## config.mk

```make
export PLATFORM = sky130hd
export DESIGN_NAME = xlat_buf
export DESIGN_NICKNAME = d
export VERILOG_FILES = /design/src/rtl/xlat_buf.sv
export SDC_FILE = /design/constraint.sdc
export NUM_CORES = 2
export LEC_CHECK = 0
export BUFFER_PORTS_ARGS = -buffer_cell sky130_fd_sc_hd__buf_2
export CAP_MARGIN = 0
export CORE_ASPECT_RATIO = 1.2
export CORE_MARGIN = 3
export CORE_UTILIZATION = 50
export CTS_CLUSTER_DIAMETER = 200
export DETAILED_ROUTE_END_ITERATION = 10
export GPL_TIMING_DRIVEN = 0
export PLACE_DENSITY = 0.66
export SLEW_MARGIN = 20
export SYNTH_ARGS = -nofsm -noshare
export SYNTH_HDL_FRONTEND = slang
export SYNTH_SLANG_ARGS = --single-unit
export TNS_END_PERCENT = 20
```

## constraint.sdc

```tcl
create_clock -name clk -period 18.5 [get_ports clk]
set_input_delay 0.925 -clock clk [delete_from_list [all_inputs] [get_ports clk]]
set_output_delay 0.925 -clock clk [all_outputs]
set_load 0.1 [all_outputs]
```

## src/rtl/xlat_buf.sv

```systemverilog
module xlat_buf #(
  parameter int ENTRIES   = 8,
  parameter int VA_W      = 32,
  parameter int PA_W      = 32,
  parameter int ASID_W    = 8,
  parameter int CNT_W     = 32,
  parameter int PG_SHIFT  = 12,
  parameter int BIG_SHIFT = 16,
  localparam int VPN_W    = VA_W - PG_SHIFT,
  localparam int PFN_W    = PA_W - PG_SHIFT
) (
  input  logic              clk,
  input  logic              rst_n,
  input  logic              lk_valid,
  input  logic [VA_W-1:0]   lk_va,
  input  logic [ASID_W-1:0] lk_asid,
  input  logic              lk_fetch,
  input  logic              lk_write,
  output logic              rsp_valid,
  output logic              rsp_hit,
  output logic [PFN_W-1:0]  rsp_pfn,
  input  logic              ins_valid,
  input  logic [VA_W-1:0]   ins_va,
  input  logic [ASID_W-1:0] ins_asid,
  input  logic [PFN_W-1:0]  ins_pfn,
  input  logic              ins_big,
  input  logic              mnt_valid,
  input  logic [1:0]        mnt_op,
  input  logic [VA_W-1:0]   mnt_va,
  input  logic [ASID_W-1:0] mnt_asid,
  output logic              mnt_done,
  input  logic [4:0]        rd_addr,
  output logic [CNT_W-1:0]  rd_data
);
  localparam int SUB_W = BIG_SHIFT - PG_SHIFT;
  localparam int IDX_W = $clog2(ENTRIES);
  localparam int EW    = CNT_W + IDX_W + 3;
  localparam int NCNT  = 12;
  localparam int C_INS = 6, C_FL0 = 7, C_FLE = 11;
  localparam logic [CNT_W-1:0] CMAX = '1;

  logic [ENTRIES-1:0] vld;
  logic [VPN_W-1:0]   vpn  [ENTRIES];
  logic [ASID_W-1:0]  asid [ENTRIES];
  logic [PFN_W-1:0]   pfn  [ENTRIES];
  logic [ENTRIES-1:0] big;
  logic [CNT_W-1:0]   cnt  [NCNT];

  logic [ENTRIES-1:0] lk_m, fl_m;
  logic               lk_hit;
  logic [PFN_W-1:0]   lk_pfn;
  logic [IDX_W:0]     inc [NCNT];
  logic [IDX_W:0]     n_clr;

  function automatic logic pg_eq(input logic [VPN_W-1:0] e, input logic b, input logic [VA_W-1:0] va);
    logic [VPN_W-1:0] mask;
    mask = b ? ~VPN_W'((1 << SUB_W) - 1) : '1;
    return ((e ^ va[VA_W-1:PG_SHIFT]) & mask) == '0;
  endfunction

  function automatic logic [CNT_W-1:0] sat(input logic [EW-1:0] s);
    return (s > EW'(CMAX)) ? CMAX : s[CNT_W-1:0];
  endfunction

  for (genvar i = 0; i < ENTRIES; i++) begin : g_match
    logic pm;
    assign lk_m[i] = vld[i] && asid[i] == lk_asid && pg_eq(vpn[i], big[i], lk_va);
    assign pm      = pg_eq(vpn[i], big[i], mnt_va);
    always_comb begin
      case (mnt_op)
        2'd0:    fl_m[i] = vld[i];
        2'd1:    fl_m[i] = vld[i] && pm;
        2'd2:    fl_m[i] = vld[i] && asid[i] == mnt_asid;
        default: fl_m[i] = vld[i] && pm && asid[i] == mnt_asid;
      endcase
    end
  end

  always_comb begin
    lk_pfn = '0;
    for (int i = ENTRIES - 1; i >= 0; i--)
      if (lk_m[i]) lk_pfn = big[i] ? {pfn[i][PFN_W-1:SUB_W], lk_va[BIG_SHIFT-1:PG_SHIFT]} : pfn[i];
  end
  assign lk_hit = |lk_m;
  assign n_clr  = (IDX_W+1)'($countones(fl_m));

  always_comb begin
    for (int k = 0; k < NCNT; k++) inc[k] = '0;
    if (lk_valid) inc[(lk_fetch ? 0 : lk_write ? 4 : 2) + (lk_hit ? 0 : 1)] = 1;
    if (mnt_valid) begin
      inc[C_FL0 + int'(mnt_op)] = 1;
      inc[C_FLE] = n_clr;
    end else if (ins_valid) inc[C_INS] = 1;
  end

  always_ff @(posedge clk) begin
    if (!rst_n) begin
      vld       <= '0;
      rsp_valid <= 1'b0;
      rsp_hit   <= 1'b0;
      rsp_pfn   <= '0;
      mnt_done  <= 1'b0;
      for (int k = 0; k < NCNT; k++) cnt[k] <= '0;
    end else begin
      rsp_valid <= lk_valid;
      rsp_hit   <= lk_valid && lk_hit;
      rsp_pfn   <= lk_valid ? lk_pfn : '0;
      mnt_done  <= mnt_valid;
      for (int k = 0; k < NCNT; k++) cnt[k] <= sat(EW'(cnt[k]) + EW'(inc[k]));
      if (mnt_valid) vld <= vld & ~fl_m;
      else if (ins_valid) vld <= {vld[ENTRIES-2:0], 1'b1};
    end
  end

  always_ff @(posedge clk) begin
    if (ins_valid && !mnt_valid) begin
      for (int i = ENTRIES - 1; i > 0; i--) begin
        vpn[i]  <= vpn[i-1];
        asid[i] <= asid[i-1];
        pfn[i]  <= pfn[i-1];
        big[i]  <= big[i-1];
      end
      vpn[0]  <= ins_va[VA_W-1:PG_SHIFT];
      asid[0] <= ins_asid;
      pfn[0]  <= ins_pfn;
      big[0]  <= ins_big;
    end
  end

  always_comb begin
    case (rd_addr)
      5'd12:   rd_data = sat(EW'(cnt[0]) + EW'(cnt[1]));
      5'd13:   rd_data = sat(EW'(cnt[2]) + EW'(cnt[3]));
      5'd14:   rd_data = sat(EW'(cnt[4]) + EW'(cnt[5]));
      5'd15:   rd_data = sat(EW'(cnt[0]) + EW'(cnt[2]) + EW'(cnt[4]));
      5'd16:   rd_data = sat(EW'(cnt[1]) + EW'(cnt[3]) + EW'(cnt[5]));
      5'd17:   rd_data = sat(EW'(cnt[0]) + EW'(cnt[1]) + EW'(cnt[2]) + EW'(cnt[3]) + EW'(cnt[4]) + EW'(cnt[5]));
      default: rd_data = (int'(rd_addr) < NCNT) ? cnt[rd_addr] : '0;
    endcase
  end

  p_rsp_follows_r1: assert property (@(posedge clk) disable iff (!rst_n) lk_valid |=> rsp_valid);
  p_rsp_only_after_req_r1: assert property (@(posedge clk) disable iff (!rst_n) rsp_hit |-> rsp_valid && $past(lk_valid));
  p_insert_slot0_r3: assert property (@(posedge clk) disable iff (!rst_n)
    ins_valid && !mnt_valid |=> vld[0] && vpn[0] == $past(ins_va[VA_W-1:PG_SHIFT]) && pfn[0] == $past(ins_pfn));
  p_shift_valid_r3: assert property (@(posedge clk) disable iff (!rst_n)
    ins_valid && !mnt_valid |=> vld[ENTRIES-1:1] == $past(vld[ENTRIES-2:0]));
  p_clear_all_r5: assert property (@(posedge clk) disable iff (!rst_n) mnt_valid && mnt_op == 2'd0 |=> vld == '0);
  p_done_pulse_r7: assert property (@(posedge clk) disable iff (!rst_n) mnt_done |-> $past(mnt_valid));
  p_insert_dropped_r13: assert property (@(posedge clk) disable iff (!rst_n)
    mnt_valid |=> $stable(cnt[C_INS]));
  p_no_wrap_r12: assert property (@(posedge clk) disable iff (!rst_n) cnt[C_FLE] >= $past(cnt[C_FLE]));
endmodule

```

==> summary.log <==
INFO  clock_network  num_cts_buffers=84
INFO  placement      hpwlAfterDp=159700microns
INFO  timing         fmax=0.09018GHz
INFO  critical_path  setup.worst_path.start_class=register
INFO  global_routing global_route.usage.met3=0.04368
INFO  timing         totalNegativeSetupSlack=0ns
INFO  global_routing grt_use_met1=0.3792
INFO  timing         worst-slew-pin-transition=1.287ns
INFO  critical_path  critical_path.max_fanout=10
INFO  logic_synthesis synth.distinct_cells=100
INFO  clock_network  clock_input_transition_at_the_sequential_cells_of_the_worst_setup_and_hold_paths=0.06ns
INFO  critical_path  slowest_stage=sky130_fd_sc_hd__a2111oi_1
INFO  logic_synthesis synth_largest_area_cell=sky130_fd_sc_hd__edfxtp_1
INFO  power_and_ir_drop total_leakage_power=23.54nW
INFO  floorplanning  std_cell_rows=133
INFO  timing         timing.final.crit_period=11.09ns
INFO  logic_synthesis netlist.area_leader.share=0.2125
INFO  timing         clock_skew=0.04381ns
INFO  clock_network  cts-root-to-sink-buffers=3
INFO  floorplanning  core_area=0.1098sqmm
INFO  logic_synthesis edff_count_synth=392
INFO  timing         hold_viol=0
INFO  logic_synthesis ys.flop_type=sky130_fd_sc_hd__dfxtp_1
INFO  final_layout   synthToLayoutAreaGrowth=9.982%
INFO  clock_network  post_cts_hold_buffer_count=0
INFO  power_and_ir_drop power-per-cell-area=63.85mW/mm^2
INFO  logic_synthesis mappedNetlistNets=6254
INFO  placement      portBuffers=113
INFO  outcome        outcome=finished, final reports clean
INFO  clock_network  ctsHtreeMaxLevel=3
INFO  logic_synthesis post_synth.cell_area_avg=9.712squm
INFO  placement      gp_congestion=1.055
INFO  timing         fraction_of_the_cycle_the_final_worst_path_needs=0.5994
INFO  timing         grt_setup_unrepaired=no
INFO  floorplanning  die_w=309.9microns
INFO  final_layout   layout-drive-gt1-share=0.08564
INFO  clock_network  clock_net_sink_count=807
INFO  final_layout   finalInstanceArea=0.06093sqmm
INFO  floorplanning  num_io_pins=210
INFO  timing         relSlewSlack=0.1418
INFO  clock_network  clock_tree_from_tritoncts=yes
INFO  logic_synthesis most_common_cell_in_the_synthesized_netlist=sky130_fd_sc_hd__a21oi_1
INFO  global_routing grt_pass1_vias=46550
INFO  logic_synthesis netlist_top_cells_count=sky130_fd_sc_hd__a21oi_1 (603), sky130_fd_sc_hd__xnor2_1 (478), sky130_fd_sc_hd__xor2_1 (458)
INFO  floorplanning  die_area=0.1149sqmm
INFO  global_routing grt-busiest-layer=met2
INFO  timing         setup_failing_eps_final=0
INFO  timing         report.final.slew_viol_count=0
INFO  placement      dpl_cell_area=0.05820sqmm
INFO  critical_path  critical_path_class=register to output port
INFO  clock_network  cts.repair_timing.setup_buffer_count=0
INFO  logic_synthesis ys.warnings.count=0
INFO  clock_network  worst_skew_pair.late_latency=0.67ns
INFO  route          detailedRoute.firstIterationViolations=4418
INFO  final_layout   fin_nets=6472
INFO  critical_path  critical_path_arrival=10.16ns
INFO  floorplanning  die_h=370.7microns
INFO  critical_path  max_stage_delay=0.90ns
INFO  logic_synthesis async_s_r_ff_share_synth=0
INFO  global_routing largest_net_degree_at_the_start_of_global_routing=31
INFO  final_layout   filler_cell_count=9921
INFO  global_routing grtUsageTotal=0.3379
INFO  global_routing grt.met2_usage=0.5807
INFO  logic_synthesis ys_seq_elements=807
INFO  route          viasPerCell=6.220
INFO  logic_synthesis synth.cell_area=0.05540sqmm
INFO  critical_path  endpoint_kind=output port
INFO  route          drt.antenna.violating_nets=0
INFO  critical_path  worst-r2r-setup-slack=11.48ns
INFO  route          drt-wirelength-per-cell=26.53microns
INFO  route          dr_total_vias=46130
INFO  clock_network  cts-root-buf=sky130_fd_sc_hd__clkbuf_16
INFO  global_routing grt.overflow.total=0
INFO  global_routing grt_antenna_before_repair=8
INFO  route          route.final.wire_length=196800microns
INFO  logic_synthesis synth-seq-area-share=0.3624
INFO  logic_synthesis netlist_instances=5705
INFO  global_routing global_route_wire_length_before_repair=286400microns
INFO  floorplanning  start_util=0.5045
INFO  power_and_ir_drop peak_ir_drop_on_the_vdd_network=88.55uV
INFO  route          drt_first_pass_iters=6
INFO  power_and_ir_drop report.power.total=0.003891W
INFO  route          post_detailed_route_drc_marker_count=0
INFO  job            drv_cap=0
INFO  critical_path  timing.critical_path.required=17.57ns
INFO  logic_synthesis synth_top_cells_by_area=sky130_fd_sc_hd__edfxtp_1 (21%), sky130_fd_sc_hd__dfxtp_1 (15%), sky130_fd_sc_hd__xnor2_1 (7.6%), sky130_fd_sc_hd__xor2_1 (7.2%), sky130_fd_sc_hd__fa_1 (6.1%)
INFO  hold_path      timing.hold.worst.class=register to register
INFO  clock_network  post_cts_resize_count=0
==> kinds of logic after synthesis <==
family,Yosys count,share of synthesized area
adders and majority gates,394,0.1120
buffers and inverters,582,0.04158
muxes,196,0.05761
and+or+nand+nor,1384,0.1260
AOI/OAI and AO/OA,1406,0.1524
xor gates and xnor gates,936,0.1480
DFF,807,0.3624
==> layer usage <==
| layer | up-vias | routed length [microns] |
|---|---|---|
| met5 | - | 0 |
| li1 | 20960 | - |
| met4 | 0 | 17090 |
| met3 | 635 | 12090 |
| met2 | 2038 | 95680 |
| met1 | 22490 | 71920 |
==> path summary, 6_finish.rpt <==
path                   start     endpoint  cells past startpoint
hold / removal     pfn[3][1]   pfn[3][21]                      0
setup reg to reg  vpn[0][38]  cnt[11][11]                     22
setup / recovery   cnt[1][1]  rd_data[30]                     26
hold reg to reg    pfn[3][1]   pfn[3][21]                      0
==> flip-flops by register name, summed over array words and instances (netlist names) <==
register	count
asid	64
big	8
cnt	384
mnt_done	1
pfn	160
rsp_hit	1
rsp_pfn	20
rsp_valid	1
vld	8
vpn	160
==> metrics by stage <==
step	util	std cells	worst slack [ns]	hold WS [ns]
2_1_floorplan	-	5705	6.684	0.4180
3_3_place_gp	0.5258	7235	2.710	0.4198
3_5_place_dp	0.5299	7254	8.543	0.4258
4_1_cts	0.5546	7407	7.776	0.3993
5_1_grt	0.5548	7414	7.146	0.4214
6_report	0.5548	7416	7.410	0.4198
==> power breakdown <==
part | switching (W) | leakage (nW) | internal, W
registers | 0.0000283 | 7.02 | 0.00191
logic | 0.000163 | 15.2 | 0.0000883
clock network | 0.000746 | 1.30 | 0.000953
total | 0.000938 | 23.5 | 0.00295
==> layout by cell type (no fill, tap or decap), types with 26 or more instances in the layout <==
master,Yosys,routed
sky130_fd_sc_hd__nand4_1,152,152
sky130_fd_sc_hd__a211oi_1,57,57
sky130_fd_sc_hd__xnor2_1,478,478
sky130_fd_sc_hd__a31oi_1,29,29
sky130_fd_sc_hd__fa_1,170,170
sky130_fd_sc_hd__o21bai_1,26,26
sky130_fd_sc_hd__nor4_1,68,67
sky130_fd_sc_hd__a21o_1,77,77
sky130_fd_sc_hd__nand3_1,214,214
sky130_fd_sc_hd__nor3_1,80,78
sky130_fd_sc_hd__o21ai_0,347,347
sky130_fd_sc_hd__mux2i_1,77,77
sky130_fd_sc_hd__xor2_1,458,458
sky130_fd_sc_hd__o21a_1,45,45
sky130_fd_sc_hd__ha_1,224,224
sky130_fd_sc_hd__and2_1,27,27
sky130_fd_sc_hd__o211ai_1,37,37
sky130_fd_sc_hd__inv_1,290,290
sky130_fd_sc_hd__edfxtp_1,392,392
sky130_fd_sc_hd__clkbuf_16,0,84
sky130_fd_sc_hd__buf_2,56,173
sky130_fd_sc_hd__o31ai_1,29,29
sky130_fd_sc_hd__nor2b_1,28,27
sky130_fd_sc_hd__and3_1,104,104
sky130_fd_sc_hd__nor2_1,294,294
sky130_fd_sc_hd__nand2_1,310,310
sky130_fd_sc_hd__mux4_2,96,96
sky130_fd_sc_hd__dfxtp_1,415,415
sky130_fd_sc_hd__clkbuf_1,204,222
sky130_fd_sc_hd__a21oi_1,603,603
==> area by class of cell <==
type	count	area (sq um)	share of cell area
buffer	290	1215	0.01994
inverter	292	1096	0.01799
clock buffer	116	2356	0.03866
multi-input combinational	4316	33050	0.5424
antenna	9	22.52	0.0003696
clock inverter	37	355.3	0.005832
tap	1417	1773	0.02910
timing repair buffer	132	984.7	0.01616
sequential	807	20080	0.3295
==> worst max-delay path, delay by kind of cell, from the launching register on <==
| family | cells | cell delay (ns) |
|---|---|---|
| AOI/OAI and AO/OA | 7 | 3.44 |
| xor gates and xnor gates | 1 | 0.45 |
| adders and majority gates | 5 | 2.37 |
| buffers and inverters | 6 | 0.95 |
| DFF | 1 | 0.57 |
| muxes | 1 | 0.21 |
| and+or+nand+nor | 6 | 1.49 |
(Power assumes the default switching activity.)
